===== config.mk =====
export PLATFORM = sky130hd
export DESIGN_NAME = irq_collector
export DESIGN_NICKNAME = d
export VERILOG_FILES = /design/src/rtl/ic_pkg.sv /design/src/rtl/ic_arbiter.sv /design/src/rtl/ic_levels.sv /design/src/rtl/irq_collector.sv
export SDC_FILE = /design/constraint.sdc
export NUM_CORES = 1
export LEC_CHECK = 0
export BUFFER_PORTS_ARGS = -buffer_cell sky130_fd_sc_hd__buf_2
export CELL_PAD_IN_SITES_DETAIL_PLACEMENT = 1
export CELL_PAD_IN_SITES_GLOBAL_PLACEMENT = 2
export CORE_MARGIN = 8
export CORE_UTILIZATION = 37
export DETAILED_ROUTE_END_ITERATION = 12
export PLACE_DENSITY_LB_ADDON = 0.1
export SETUP_SLACK_MARGIN = 0.2
export SKIP_CTS_REPAIR_TIMING = 1
export SLEW_MARGIN = 20
export SYNTH_ARGS = -nofsm -noshare
export SYNTH_HDL_FRONTEND = slang
export SYNTH_SLANG_ARGS = --single-unit

===== constraint.sdc =====
create_clock -name clk -period 186.8 [get_ports clk]
set_input_delay 37.36 -clock clk [delete_from_list [all_inputs] [get_ports clk]]
set_output_delay 37.36 -clock clk [all_outputs]
set_load 0.03 [all_outputs]

===== src/rtl/ic_pkg.sv =====
package ic_pkg;
   typedef enum logic [1:0] {
      OP_PLAIN = 2'd0,
      OP_SET   = 2'd1,
      OP_CLR   = 2'd2,
      OP_TGL   = 2'd3
   } ic_op_e;

   // word indices (byte address >> 4)
   localparam int IC_W_VECTOR = 0;
   localparam int IC_W_LVLACK = 1;
   localparam int IC_W_CTRL   = 2;
   localparam int IC_W_STAT   = 3;
   localparam int IC_W_RAW0   = 4;
   localparam int IC_W_RAW1   = 5;
   localparam int IC_W_SRC0   = 6;

   // control bit positions
   localparam int IC_C_IRQ_EN  = 16;
   localparam int IC_C_RD_SVC  = 18;
   localparam int IC_C_NO_NEST = 19;

   function automatic logic [31:0] ic_apply(input logic [31:0] old,
                                            input logic [31:0] wd,
                                            input ic_op_e op);
      case (op)
         OP_PLAIN: return wd;
         OP_SET:   return old | wd;
         OP_CLR:   return old & ~wd;
         default:  return old ^ wd;
      endcase
   endfunction
endpackage


===== src/rtl/ic_arbiter.sv =====
module ic_arbiter #(
   parameter int NSRC   = 64,
   parameter int PRIO_W = 2,
   localparam int SRC_W = $clog2(NSRC)
) (
   input  logic [NSRC-1:0]        pend,
   input  logic [NSRC*PRIO_W-1:0] prio_flat,
   output logic                   win_valid,
   output logic [SRC_W-1:0]       win_src,
   output logic [PRIO_W-1:0]      win_lvl
);
   always_comb begin
      win_valid = 1'b0;
      win_src   = '0;
      win_lvl   = '0;
      for (int i = 0; i < NSRC; i++) begin
         // strict compare keeps the lowest index on equal levels
         if (pend[i] && (!win_valid || prio_flat[i*PRIO_W +: PRIO_W] > win_lvl)) begin
            win_valid = 1'b1;
            win_src   = SRC_W'(i);
            win_lvl   = prio_flat[i*PRIO_W +: PRIO_W];
         end
      end
   end
endmodule


===== src/rtl/ic_levels.sv =====
module ic_levels #(
   parameter int PRIO_W = 2,
   localparam int NLVL  = 1 << PRIO_W
) (
   input  logic              clk,
   input  logic              rst_n,
   input  logic              enter,
   input  logic [PRIO_W-1:0] enter_lvl,
   input  logic [NLVL-1:0]   ack_mask,
   input  logic              no_nest,
   input  logic              irq_en,
   input  logic              win_valid,
   input  logic [PRIO_W-1:0] win_lvl,
   output logic [NLVL-1:0]   inserv,
   output logic              irq
);
   logic [NLVL-1:0]   set_mask;
   logic [PRIO_W-1:0] hi_lvl;
   logic              any_srv;

   always_comb begin
      set_mask = '0;
      if (enter) set_mask[enter_lvl] = 1'b1;
   end

   always_ff @(posedge clk or negedge rst_n) begin
      if (!rst_n) inserv <= '0;
      else        inserv <= (inserv & ~ack_mask) | set_mask;
   end

   always_comb begin
      hi_lvl = '0;
      for (int k = 0; k < NLVL; k++)
         if (inserv[k]) hi_lvl = PRIO_W'(k);
   end
   assign any_srv = |inserv;

   generate
      if (NLVL == 2) begin : g_two
         assign irq = irq_en && win_valid &&
                      (!any_srv || (!no_nest && win_lvl[0] && !inserv[1]));
      end else begin : g_many
         assign irq = irq_en && win_valid &&
                      (!any_srv || (!no_nest && win_lvl > hi_lvl));
      end
   endgenerate
endmodule


===== src/rtl/irq_collector.sv =====
module irq_collector
   import ic_pkg::*;
#(
   parameter int NSRC   = 64,
   parameter int PRIO_W = 2,
   parameter int ADDR_W = 9
) (
   input  logic              clk,
   input  logic              rst_n,
   input  logic [NSRC-1:0]   irq_req,
   input  logic              bus_sel,
   input  logic              bus_wr,
   input  logic [ADDR_W-1:0] bus_addr,
   input  logic [31:0]       bus_wdata,
   output logic [31:0]       bus_rdata,
   output logic              irq_out
);
   localparam int SRC_W   = $clog2(NSRC);
   localparam int NLVL    = 1 << PRIO_W;
   localparam int CFG_W   = PRIO_W + 2;
   localparam int NWORDS  = (NSRC + 3) / 4;
   localparam int W_VBASE = IC_W_SRC0 + NWORDS;
   localparam int IDX_W   = ADDR_W - 4;

   generate
      if (NSRC < 2 || NSRC > 64) begin : g_bad_nsrc
         $error("NSRC must lie in 2..64");
      end
      if (CFG_W > 8) begin : g_bad_prio
         $error("PRIO_W too wide for a byte lane");
      end
      if ((W_VBASE + 1) * 16 > (1 << ADDR_W)) begin : g_bad_addr
         $error("ADDR_W too small for the register map");
      end
   endgenerate

   // register state
   logic [PRIO_W-1:0] prio_q [NSRC];
   logic [NSRC-1:0]   en_q, soft_q;
   logic [31:2]       vbase_q;
   logic              irq_en_q, rd_svc_q, no_nest_q;
   logic [NLVL-1:0]   inserv_q;

   // decode
   logic [IDX_W-1:0] idx;
   ic_op_e           op;
   logic             wr_en, rd_en, hit_vec, hit_ack;
   assign idx     = bus_addr[ADDR_W-1:4];
   assign op      = ic_op_e'(bus_addr[3:2]);
   assign wr_en   = bus_sel && bus_wr;
   assign rd_en   = bus_sel && !bus_wr;
   assign hit_vec = (int'(idx) == IC_W_VECTOR);
   assign hit_ack = (int'(idx) == IC_W_LVLACK);

   // arbitration
   logic [NSRC-1:0]        pend;
   logic [NSRC*PRIO_W-1:0] prio_flat;
   logic                   win_valid;
   logic [SRC_W-1:0]       win_src;
   logic [PRIO_W-1:0]      win_lvl;

   genvar gi;
   generate
      for (gi = 0; gi < NSRC; gi++) begin : g_flat
         assign prio_flat[gi*PRIO_W +: PRIO_W] = prio_q[gi];
      end
   endgenerate
   assign pend = en_q & (irq_req | soft_q);

   ic_arbiter #(.NSRC(NSRC), .PRIO_W(PRIO_W)) u_arb (
      .pend      (pend),
      .prio_flat (prio_flat),
      .win_valid (win_valid),
      .win_src   (win_src),
      .win_lvl   (win_lvl)
   );

   // in-service tracking
   logic            enter;
   logic [NLVL-1:0] ack_mask;
   assign enter    = win_valid && hit_vec && (rd_svc_q ? rd_en : wr_en);
   assign ack_mask = (wr_en && hit_ack) ? bus_wdata[NLVL-1:0] : '0;

   ic_levels #(.PRIO_W(PRIO_W)) u_lvl (
      .clk       (clk),
      .rst_n     (rst_n),
      .enter     (enter),
      .enter_lvl (win_lvl),
      .ack_mask  (ack_mask),
      .no_nest   (no_nest_q),
      .irq_en    (irq_en_q),
      .win_valid (win_valid),
      .win_lvl   (win_lvl),
      .inserv    (inserv_q),
      .irq       (irq_out)
   );

   // read mux
   logic [63:0] raw_ext;
   logic [31:0] src_word, rd_word, wval;
   int          sw_idx;
   assign sw_idx = int'(idx) - IC_W_SRC0;

   always_comb begin
      raw_ext = '0;
      raw_ext[NSRC-1:0] = irq_req;
   end

   always_comb begin
      src_word = '0;
      for (int i = 0; i < NSRC; i++)
         if (i / 4 == sw_idx)
            src_word[(i % 4) * 8 +: CFG_W] = {soft_q[i], en_q[i], prio_q[i]};
   end

   always_comb begin
      rd_word = '0;
      case (int'(idx))
         IC_W_VECTOR: rd_word = {vbase_q, 2'b00} + (32'(win_src) << 2);
         IC_W_LVLACK: rd_word[NLVL-1:0] = inserv_q;
         IC_W_CTRL: begin
            rd_word[IC_C_IRQ_EN]  = irq_en_q;
            rd_word[IC_C_RD_SVC]  = rd_svc_q;
            rd_word[IC_C_NO_NEST] = no_nest_q;
         end
         IC_W_STAT:   rd_word[SRC_W-1:0] = win_src;
         IC_W_RAW0:   rd_word = raw_ext[31:0];
         IC_W_RAW1:   rd_word = raw_ext[63:32];
         W_VBASE:     rd_word = {vbase_q, 2'b00};
         default:     if (sw_idx >= 0 && sw_idx < NWORDS) rd_word = src_word;
      endcase
   end
   assign bus_rdata = rd_word;
   assign wval      = ic_apply(rd_word, bus_wdata, op);

   // register writes
   always_ff @(posedge clk or negedge rst_n) begin
      if (!rst_n) begin
         irq_en_q  <= 1'b0;
         rd_svc_q  <= 1'b0;
         no_nest_q <= 1'b0;
         vbase_q   <= '0;
         en_q      <= '0;
         soft_q    <= '0;
         for (int i = 0; i < NSRC; i++) prio_q[i] <= '0;
      end else if (wr_en) begin
         if (int'(idx) == IC_W_CTRL) begin
            irq_en_q  <= wval[IC_C_IRQ_EN];
            rd_svc_q  <= wval[IC_C_RD_SVC];
            no_nest_q <= wval[IC_C_NO_NEST];
         end
         if (int'(idx) == W_VBASE) vbase_q <= wval[31:2];
         for (int i = 0; i < NSRC; i++)
            if (i / 4 == sw_idx)
               {soft_q[i], en_q[i], prio_q[i]} <= wval[(i % 4) * 8 +: CFG_W];
      end
   end
endmodule


* Word level (Yosys, flattened, before mapping)
Index checks and enable logic that the tools add are counted.
Widths: inputs -> output; s select.
** Word-level totals
- Bits in read-only memories :: 0
- Memories :: 0
- Bits in registers :: 293
- Bits in latches :: 0
- Word-level logic and storage cells :: 707
- Output and inout port bits :: 33
- Memory bits (writable) :: 0
- Input port bits :: 109
** Operators by class
- Shift-type cells :: 0
- Magnitude comparators :: 68
- Reductions and logical operators :: 229
- Add/sub/neg operators :: 2
- $mul :: 0
- Bitwise logic cells :: 9
- Divide/modulo/power cells :: 0
- Equal/unequal tests :: 26
- Muxes and demuxes :: 272
** Operator list (number)
- $mux 4 :: 74
- $mux 6 :: 32
- $mux 2 :: 68
- $gt 2x2->1 :: 64
- $pmux 32 s3 :: 1
- $mux 5 :: 16
- $logic_and 1x1->1 :: 73
- $mux 1 :: 68
- $logic_not 1->1 :: 66
- $and 64x64->64 :: 1
- $logic_or 1x1->1 :: 64
- $or 64x64->64 :: 1
- $pmux 12 s5 :: 1
- $pmux 10 s5 :: 1
- $eq 5x6->1 const A :: 8
- $reduce_and 2->1 :: 18
- $add 32x8->32 :: 1
- $and 32x32->32 :: 1
- $logic_not 32->1 :: 1
- $not 32->32 :: 1
- $or 32x32->32 :: 1
- $xor 32x32->32 :: 1
- $mux 28 :: 1
- $pmux 4 s7 :: 1
- 27 further kinds :: 42

* Depth between registers and ports, before layout
Gate-level depths: netlist of the first run.
- Word-level depth :: 261
- Mapped depth :: 462
- Gate-level depth less buffers :: 461

* Hierarchy
Synthesis of the first run repeated with hierarchy kept, for this count alone.
** Second synthesis, totals
- Cells, all modules :: 3042
- Area total of the unflattened synthesis :: 24622.4 um^2
** By module, submodules not included
- irq_collector :: times used 1, cells an instance 1959, seq. area each 7231.9 um^2, area each 17690.7 um^2
- ic_arbiter :: times used 1, cells an instance 1056, seq. area each 0.0 um^2, area each 6680.2 um^2
- ic_levels :: times used 1, cells an instance 27, seq. area each 100.1 um^2, area each 251.5 um^2

* Worst setup path before layout of the first run
No wires, ideal clock.
- Path kind :: input to output
- Start :: in irq_req[0]
- End :: out bus_rdata[28]
- Path slack :: 34.061 ns
- Path buffers :: 1
- Stages on the path :: 437
- Arrival time :: 115.379 ns
- Data required time :: 149.440 ns
- Path through :: o21a_1 -> and2_1 -> ha_1 -> nand2_1 -> o21ai_0 -> a21o_1 -> and2_1 -> ha_1 -> nor2b_1 -> a2bb2oi_1 -> o21bai_1 -> nor2_1 -> a21oi_1 -> ha_1 -> nand2_1 -> o21ai_0 -> a21o_1 -> and4_1 -> (+401 left out) -> o21ai_0 -> inv_1 -> fa_1 -> nor2b_1 -> o21ai_0 -> nand2b_1 -> a21o_1 -> a21o_1 -> nor2b_1 -> nor2b_1 -> and2_1 -> nand3_1 -> nor2_1 -> nor2_1 -> o21ai_0 -> o21ai_0 -> a221oi_1 -> inv_1
** Between the ends
- Cells in the longest elaborated chain, start to end :: 257
- Elaborated cells on any way between the ends :: 445
- Classes of those cells :: add/sub (1); order compare (63); mux (190); bitwise (2); reduce/logical (189)
** Ends and longest elaborated chain
- from (decl) :: RTL line irq_collector.sv:10 : input logic [NSRC-1:0] irq_req,
- $or 64x64->64 * :: RTL line irq_collector.sv:68 : assign pend = en_q & (irq_req | soft_q);
- $and 64x64->64 * :: RTL line irq_collector.sv:68
- $mux 2 or $mux 1 (tied branches) :: RTL line ic_arbiter.sv:18 : if (pend[i] && (!win_valid || prio_flat[i*PRIO_W +: PRIO_W] > win_lvl)) begin
- $gt 2x2->1 or $logic_not 1->1 (tied branches) :: RTL line ic_arbiter.sv:18
- $logic_or 1x1->1 :: RTL line ic_arbiter.sv:18
- $logic_and 1x1->1 :: RTL line ic_arbiter.sv:18
- $mux 2 or $mux 1 (tied branches) :: RTL line ic_arbiter.sv:18
- $gt 2x2->1 or $logic_not 1->1 (tied branches) :: RTL line ic_arbiter.sv:18
- (+241 left out)
- $logic_and 1x1->1 :: RTL line ic_arbiter.sv:18
- $mux 2 or $mux 1 (tied branches) :: RTL line ic_arbiter.sv:18
- $gt 2x2->1 or $logic_not 1->1 (tied branches) :: RTL line ic_arbiter.sv:18
- $logic_or 1x1->1 :: RTL line ic_arbiter.sv:18
- $logic_and 1x1->1 :: RTL line ic_arbiter.sv:18
- $mux 6 * :: RTL line ic_arbiter.sv:18
- $add 32x8->32 * :: RTL line irq_collector.sv:119 : IC_W_VECTOR: rd_word = {vbase_q, 2'b00} + (32'(win_src) << 2);
- $pmux 12 s5 * :: RTL line irq_collector.sv:118 : case (int'(idx))
- to (decl) :: RTL line irq_collector.sv:15 : output logic [31:0] bus_rdata,
Mark *: on every way between the ends. The rest lies on a longest branch, timed or not.

* Worst setup path after layout of the first run
Same ends and word-level chain as after synthesis.

==> results.txt, run 1 <==
Outcome -> complete, no violations
Pin count of the biggest net entering global routing -> 85
Drt total wl -> 112 mm
Multiplexer area fraction after synthesis -> 3.92%
Critical path's top delay family -> compound AO/OA/AOI/OAI gates
CP Class -> input port to output pin
Max-cap violation count -> 0
Setup_tns -> 0 ps
Placement Rows -> 91
Rel. slew slack -> 23.3%
CTS buffer count -> 37
R2R Setup Slk -> 91,600 ps
Clk sink count -> 293
Hold Vio Cnt, Final -> 0
GR Layer Usage met2 -> 50.0%
Area growth syn-to-layout -> 12.8%
R2R Path Start -> en_q[0]
Remaining DRCs -> 0
VDD IR max -> 0.0145 mV
LEAKAGE -> 0.0115 uW
Via density -> 6.33
Final nets -> 3,276
Fraction of layout cells with a size suffix above 1 -> 12.1%
Area of placed instances -> 24,600 um^2
Critical-path top delay cell -> o311ai_0
Post-route clock period utilization -> 90.2%
Worst hold slack -> 514 ps
Unrepaired setup endpoints after global routing -> false
Die height -> 265 um
Met1 usage -> 40.1%
Reg2Reg Depth -> 445
GPL Wtd Cong -> 0.934
Crit path from -> irq_req[0]
Post-synth cell types -> 104
Vias -> 24,380
WHS Path Cells -> 2
Ys flop type -> dfrtp_1
Hold WC Path Type -> flop to flop
Flops & latches, synth -> 293
Max Root-Sink Buffers -> 3
First-pass GRT wire length -> 163 mm
Mapped Area -> 22,900 um^2
HP Start -> soft_q[24]
CP required -> 149,440 ps
Mean post-synth cell area -> 7.82 um^2
Clock root cell -> clkbuf_16
Buf/Inv on CP -> 17
Crit. End Element -> output pin
Cell mode on critical path -> nor2_1
Final setup fails -> 0
Design area -> 25,900 um^2
Critical Path Source Type -> input port
Core area -> 61,500 um^2
Reg2reg end -> prio_flat[12]
Largest family of logic cells by synthesized area -> compound AO/OA/AOI/OAI gates
Worst slew pin tran -> 1140 ps
Post-synth ARST share -> 100%
Simple-gate area share of the yosys netlist -> 20.6%
Skew final -> 19.9 ps
H-tree levels -> 2
Overall Power -> 507 uW
Met3 global-route usage -> 5.50%
Final min period -> 168,400 ps
HPWL after DPL -> 86.8 mm
Initial Util -> 37.3%
Die W -> 265 um
Clock latency on the worst-skew pair -> 560 ps
Ports -> 142
TritonCTS clock tree -> yes
Pre-antenna DRT Iters -> 7
Vias in the first global route -> 24,561
Clock slew seen by the registers of the worst setup and hold paths -> 60 ps
Die area -> 70,200 um^2
GR peak layer -> met2
Initial antenna violation count -> 9
Drt wl/cell -> 29.0 um
EDFF count, synth -> 0
Gr ovfl total -> 0
Fmax -> 5.94 MHz
CP Max Fanout -> 8
# port buffers -> 139
Cell Pwr Density -> 19.6 nW/um^2
CP peak stage delay -> 670 ps
Hold Path End -> soft_q[24]
Area share of fa/ha/maj cells after synthesis -> 8.06%
Seq/Total Area, Yosys -> 32.0%
Syn nets -> 3,183
Slew Limit Fails -> 0
Compound-gate portion of the synthesized area -> 29.8%
ANT nets after route -> 0
CP arrival -> 131,040 ps
Mapped Cells -> 2,934
XOR/XNOR share of the synthesized area -> 0.802%
DRT iter0 DRCs -> 2,223
Global-route usage over all layers -> 30.9%
Yosys Warn Count -> 0
==> cells by family (layout without fill, tap and decap cells) <==
| group | count (synthesis) | count (layout) |
|---|---|---|
| adders and majority gates | 149 | 149 |
| AOI/OAI and AO/OA | 1044 | 1044 |
| buffers and inverters | 294 | 414 |
| other | 0 | 7 |
| DFF | 293 | 293 |
| xor gates and xnor gates | 21 | 21 |
| muxes | 74 | 74 |
| and+or+nand+nor | 1059 | 1059 |
==> through the flow <==
| stage | setup slack (ps) | instances | utilization (%) |
|---|---|---|---|
| floorplan | 34060 | 2934 | - |
| global placement | 21710 | 3778 | 40.0 |
| detailed placement | 19440 | 3778 | 40.0 |
| CTS | 19080 | 3844 | 42.0 |
| global route | 10240 | 3844 | 42.1 |
| finish | 18400 | 3851 | 42.1 |
==> worst max path at each step <==
stage	cells past startpoint	to	slack [ps]
6_report	446	bus_rdata[28]	18400
5_1_grt	448	bus_rdata[28]	10240
4_1_cts	444	bus_rdata[28]	19080
3_5_place_dp	444	bus_rdata[28]	19440
3_3_place_gp	444	bus_rdata[28]	21710
2_1_floorplan	437	bus_rdata[28]	34060
==> layout make-up <==
| type | count | area [um^2] |
|---|---|---|
| flip-flops and latches | 293 | 7330 |
| well taps | 790 | 988 |
| clock inverters | 17 | 174 |
| diodes | 7 | 17.5 |
| repair buffers | 182 | 1030 |
| multi-input cells | 2347 | 14600 |
| inverters | 166 | 623 |
| fillers | 7547 | 35600 |
| clock buffers | 49 | 1060 |
==> tightest hold or removal path, cell delays in order (launching register included) <==
cell and delay (ps):
dfrtp_1 360, nand2_1 50, o21ai_0 60
==> where the power goes <==
part / internal, uW / switching [uW] / leakage (uW)
Combinational: 131 / 209 / 0.00702
Sequential: 74.2 / 17.8 / 0.00391
Clock: 44.3 / 30.6 / 0.000605
Total: 249 / 258 / 0.0115
==> flip-flops by register name (all words and copies together) (netlist names) <==
register,flops
no_nest_q,1
prio_flat,128
vbase_q,30
irq_en_q,1
soft_q,64
en_q,64
u_lvl.inserv,4
rd_svc_q,1
==> cell usage after synthesis, types with 26 or more instances <==
| cell type | count | area, um^2 |
|---|---|---|
| clkbuf_1 | 121 | 454 |
| a211oi_1 | 37 | 278 |
| a22oi_1 | 55 | 413 |
| a21oi_1 | 199 | 996 |
| ha_1 | 139 | 1740 |
| nor3_1 | 43 | 215 |
| nand3_1 | 51 | 255 |
| mux2i_1 | 31 | 310 |
| a21o_1 | 27 | 203 |
| a221oi_1 | 28 | 245 |
| mux2_2 | 33 | 372 |
| nand2_1 | 466 | 1750 |
| a222oi_1 | 27 | 270 |
| and3_1 | 30 | 188 |
| o21a_1 | 63 | 473 |
| inv_1 | 166 | 623 |
| dfrtp_1 | 293 | 7330 |
| and2_1 | 34 | 213 |
| o21ai_0 | 352 | 1760 |
| nor2_1 | 300 | 1130 |
| o211ai_1 | 26 | 195 |
==> metal layers <==
layer | vias to the layer above | share of wire, % | wire, um
met3 | 244 | 6.9 | 7710
met5 | - | 0.066 | 74
met1 | 12291 | 43 | 47700
li1 | 10857 | - | -
met2 | 978 | 45 | 50400
met4 | 10 | 5.1 | 5690
==> cell usage in the layout (no fill, tap or decap), drive strengths merged, types with 13 or more instances in the layout <==
master	netlist	final
nand2	466	466
o21ai	366	366
nor2	300	300
dfrtp	293	293
a21oi	199	199
buf	7	182
inv	166	167
ha	139	139
o21a	63	63
a22oi	55	55
nand3	52	52
clkbuf	121	49
nor3	46	46
a211oi	38	38
and2	35	35
mux2	34	34
mux2i	31	31
and3	30	30
a221oi	29	29
o31ai	29	29
a21o	27	27
a222oi	27	27
o211ai	27	27
nor2b	24	24
a31oi	22	22
nand4	19	19
or2	18	18
nand2b	18	18
a22o	17	17
o22ai	15	15
xor2	14	14
or3	13	13
a21boi	13	13
No activity file was read; power rests on OpenSTA's default activity.
==> inputs of run 2 (changes only) <==
--- a/config.mk
+++ b/config.mk
@@ -12,6 +12,7 @@
 export CORE_UTILIZATION = 37
 export DETAILED_ROUTE_END_ITERATION = 12
 export PLACE_DENSITY_LB_ADDON = 0.1
+export REMOVE_ABC_BUFFERS = 1
 export SETUP_SLACK_MARGIN = 0.2
 export SKIP_CTS_REPAIR_TIMING = 1
 export SLEW_MARGIN = 20
==> run 2 against run 1 <==
Net effect:
- worst hold slack worse by 3.0 ps
- clock power is 4.1% lower
- die area stayed put
- register-to-register slack worse by 1300 ps
- core utilization is 0.077 points lower
- flip-flop and latch count stayed put
- largest cell class unchanged
- largest power group unchanged
==> results.txt, run 2 (same netlist as run 1, synthesis figures left out) <==
Clock latency on the worst-skew pair -> 570 ps
Placement Rows -> 91
VDD IR max -> 0.0103 mV
Setup_tns -> 0 ps
Initial antenna violation count -> 9
CTS buffer count -> 37
Die area -> 70,200 um^2
Ports -> 142
Crit. End Element -> output pin
Pre-antenna DRT Iters -> 7
Max-cap violation count -> 0
Skew final -> 38.5 ps
Finished Layout Cells -> 3,847
Rel. slew slack -> 21.6%
Clock slew seen by the registers of the worst setup and hold paths -> 60 ps
Hold Path End -> en_q[56]
First-pass GRT wire length -> 165 mm
Most frequent cells in the layout -> nand2_1, o21ai_0, nor2_1, dfrtp_1, a21oi_1
Drt wl/cell -> 29.3 um
Cell Pwr Density -> 19.7 nW/um^2
LEAKAGE -> 0.0115 uW
Reg2reg end -> prio_flat[94]
Final nets -> 3,279
HPWL after DPL -> 87.7 mm
Final setup fails -> 0
Die W -> 265 um
Max Root-Sink Buffers -> 3
Buf/Inv on CP -> 15
Fmax -> 5.88 MHz
Final Util -> 42.0%
Fraction of layout cells with a size suffix above 1 -> 11.8%
Critical Path Source Type -> input port
Core area -> 61,500 um^2
R2R Setup Slk -> 90,290 ps
Drt total wl -> 113 mm
GPL Wtd Cong -> 0.960
TritonCTS clock tree -> yes
Final min period -> 170,120 ps
Design area -> 25,800 um^2
Critical-path top delay cell -> o311ai_0
Post-route clock period utilization -> 91.1%
Global-route usage over all layers -> 31.2%
Gr ovfl total -> 0
Cell mode on critical path -> nor2_1
H-tree levels -> 2
R2R Path Start -> en_q[0]
Placed insts -> 3,781
Most common cell after layout, fill and taps aside -> nand2_1
Via density -> 6.26
Vias in the first global route -> 23,924
Max reg flops -> 128
ANT nets after route -> 0
Clock root cell -> clkbuf_16
Area of placed instances -> 24,600 um^2
Worst hold slack -> 511 ps
Reg2Reg Depth -> 441
Clk sink count -> 293
CP Max Fanout -> 8
CP Class -> input port to output pin
Critical path's top delay family -> compound AO/OA/AOI/OAI gates
WHS Path Cells -> 2
Slew Limit Fails -> 0
HP Start -> en_q[56]
Hold WC Path Type -> flop to flop
Worst slew pin tran -> 1170 ps
CP peak stage delay -> 740 ps
Hold Vio Cnt, Final -> 0
Remaining DRCs -> 0
Critical Path Stages -> 443
Unrepaired setup endpoints after global routing -> false
Outcome -> complete, no violations
Initial Util -> 37.3%
DRT iter0 DRCs -> 2,417
Pin count of the biggest net entering global routing -> 137
# port buffers -> 139
Area growth syn-to-layout -> 12.5%
Die height -> 265 um
Vias -> 24,072
CP required -> 149,440 ps
CP arrival -> 132,760 ps
-- run 2: cell count changes in the layout (fill, tap and decap cells not counted), sizes merged --
cell,before,now
clkbuf,49,60
diode,7,4
clkinv,9,2
inv,167,166
clkinvlp,4,0
bufinv,3,0
buf,182,185
-- run 2: area by class of cell --
| class | count | area [um^2] |
|---|---|---|
| fillers | 7576 | 35700 |
| multi-input cells | 2347 | 14600 |
| flip-flops and latches | 293 | 7330 |
| clock buffers | 60 | 1160 |
| repair buffers | 185 | 1060 |
| well taps | 790 | 988 |
| inverters | 166 | 623 |
| clock inverters | 2 | 21.3 |
| diodes | 4 | 10.0 |
-- run 2: worst max path at each step --
stage	slack, ps	end	from
after floorplan	34100	bus_rdata[28]	irq_req[0]
after global placement	20700	bus_rdata[28]	irq_req[0]
after detailed placement	18200	bus_rdata[28]	irq_req[0]
after CTS	17780	bus_rdata[28]	irq_req[0]
final	16680	bus_rdata[28]	irq_req[0]
after global routing	8780	bus_rdata[28]	irq_req[0]
-- run 2: worst reg2reg max path, delay by kind of cell (launching register included) --
kind / cells / cell delay [ps]
AO/OA/AOI/OAI: 171 / 42370
multiplexers: 23 / 8510
adder cells (fa/ha/maj): 73 / 20840
AND/OR/NAND/NOR: 161 / 22720
XOR/XNOR: 1 / 150
buffers and inverters: 12 / 1370
flip-flops: 1 / 470
-- run 2: metal layers --
layer / track usage (%) / vias to the layer above / part of all wire (%) / wire, um
li1: - / 10853 / - / -
met1: 44.1 / 12186 / 45 / 50700
met2: 47.6 / 877 / 44 / 49100
met3: 5.15 / 156 / 7.5 / 8390
met4: 11.2 / 0 / 3.9 / 4390
met5: 0 / - / 0 / 0
-- run 2: power breakdown --
part	internal (uW)	total [uW]	switching, uW	leakage (uW)
logic	131	345	214	0.00704
registers	74.2	91.8	17.6	0.00391
clock network	42.3	71.8	29.5	0.000583
-- run 2: stage by stage --
step | power, uW | setup slack, ps
floorplan | 320 | 34100
global placement | 418 | 20700
detailed placement | 432 | 18200
CTS | 505 | 17780
global route | 553 | 8780
finish | 509 | 16680
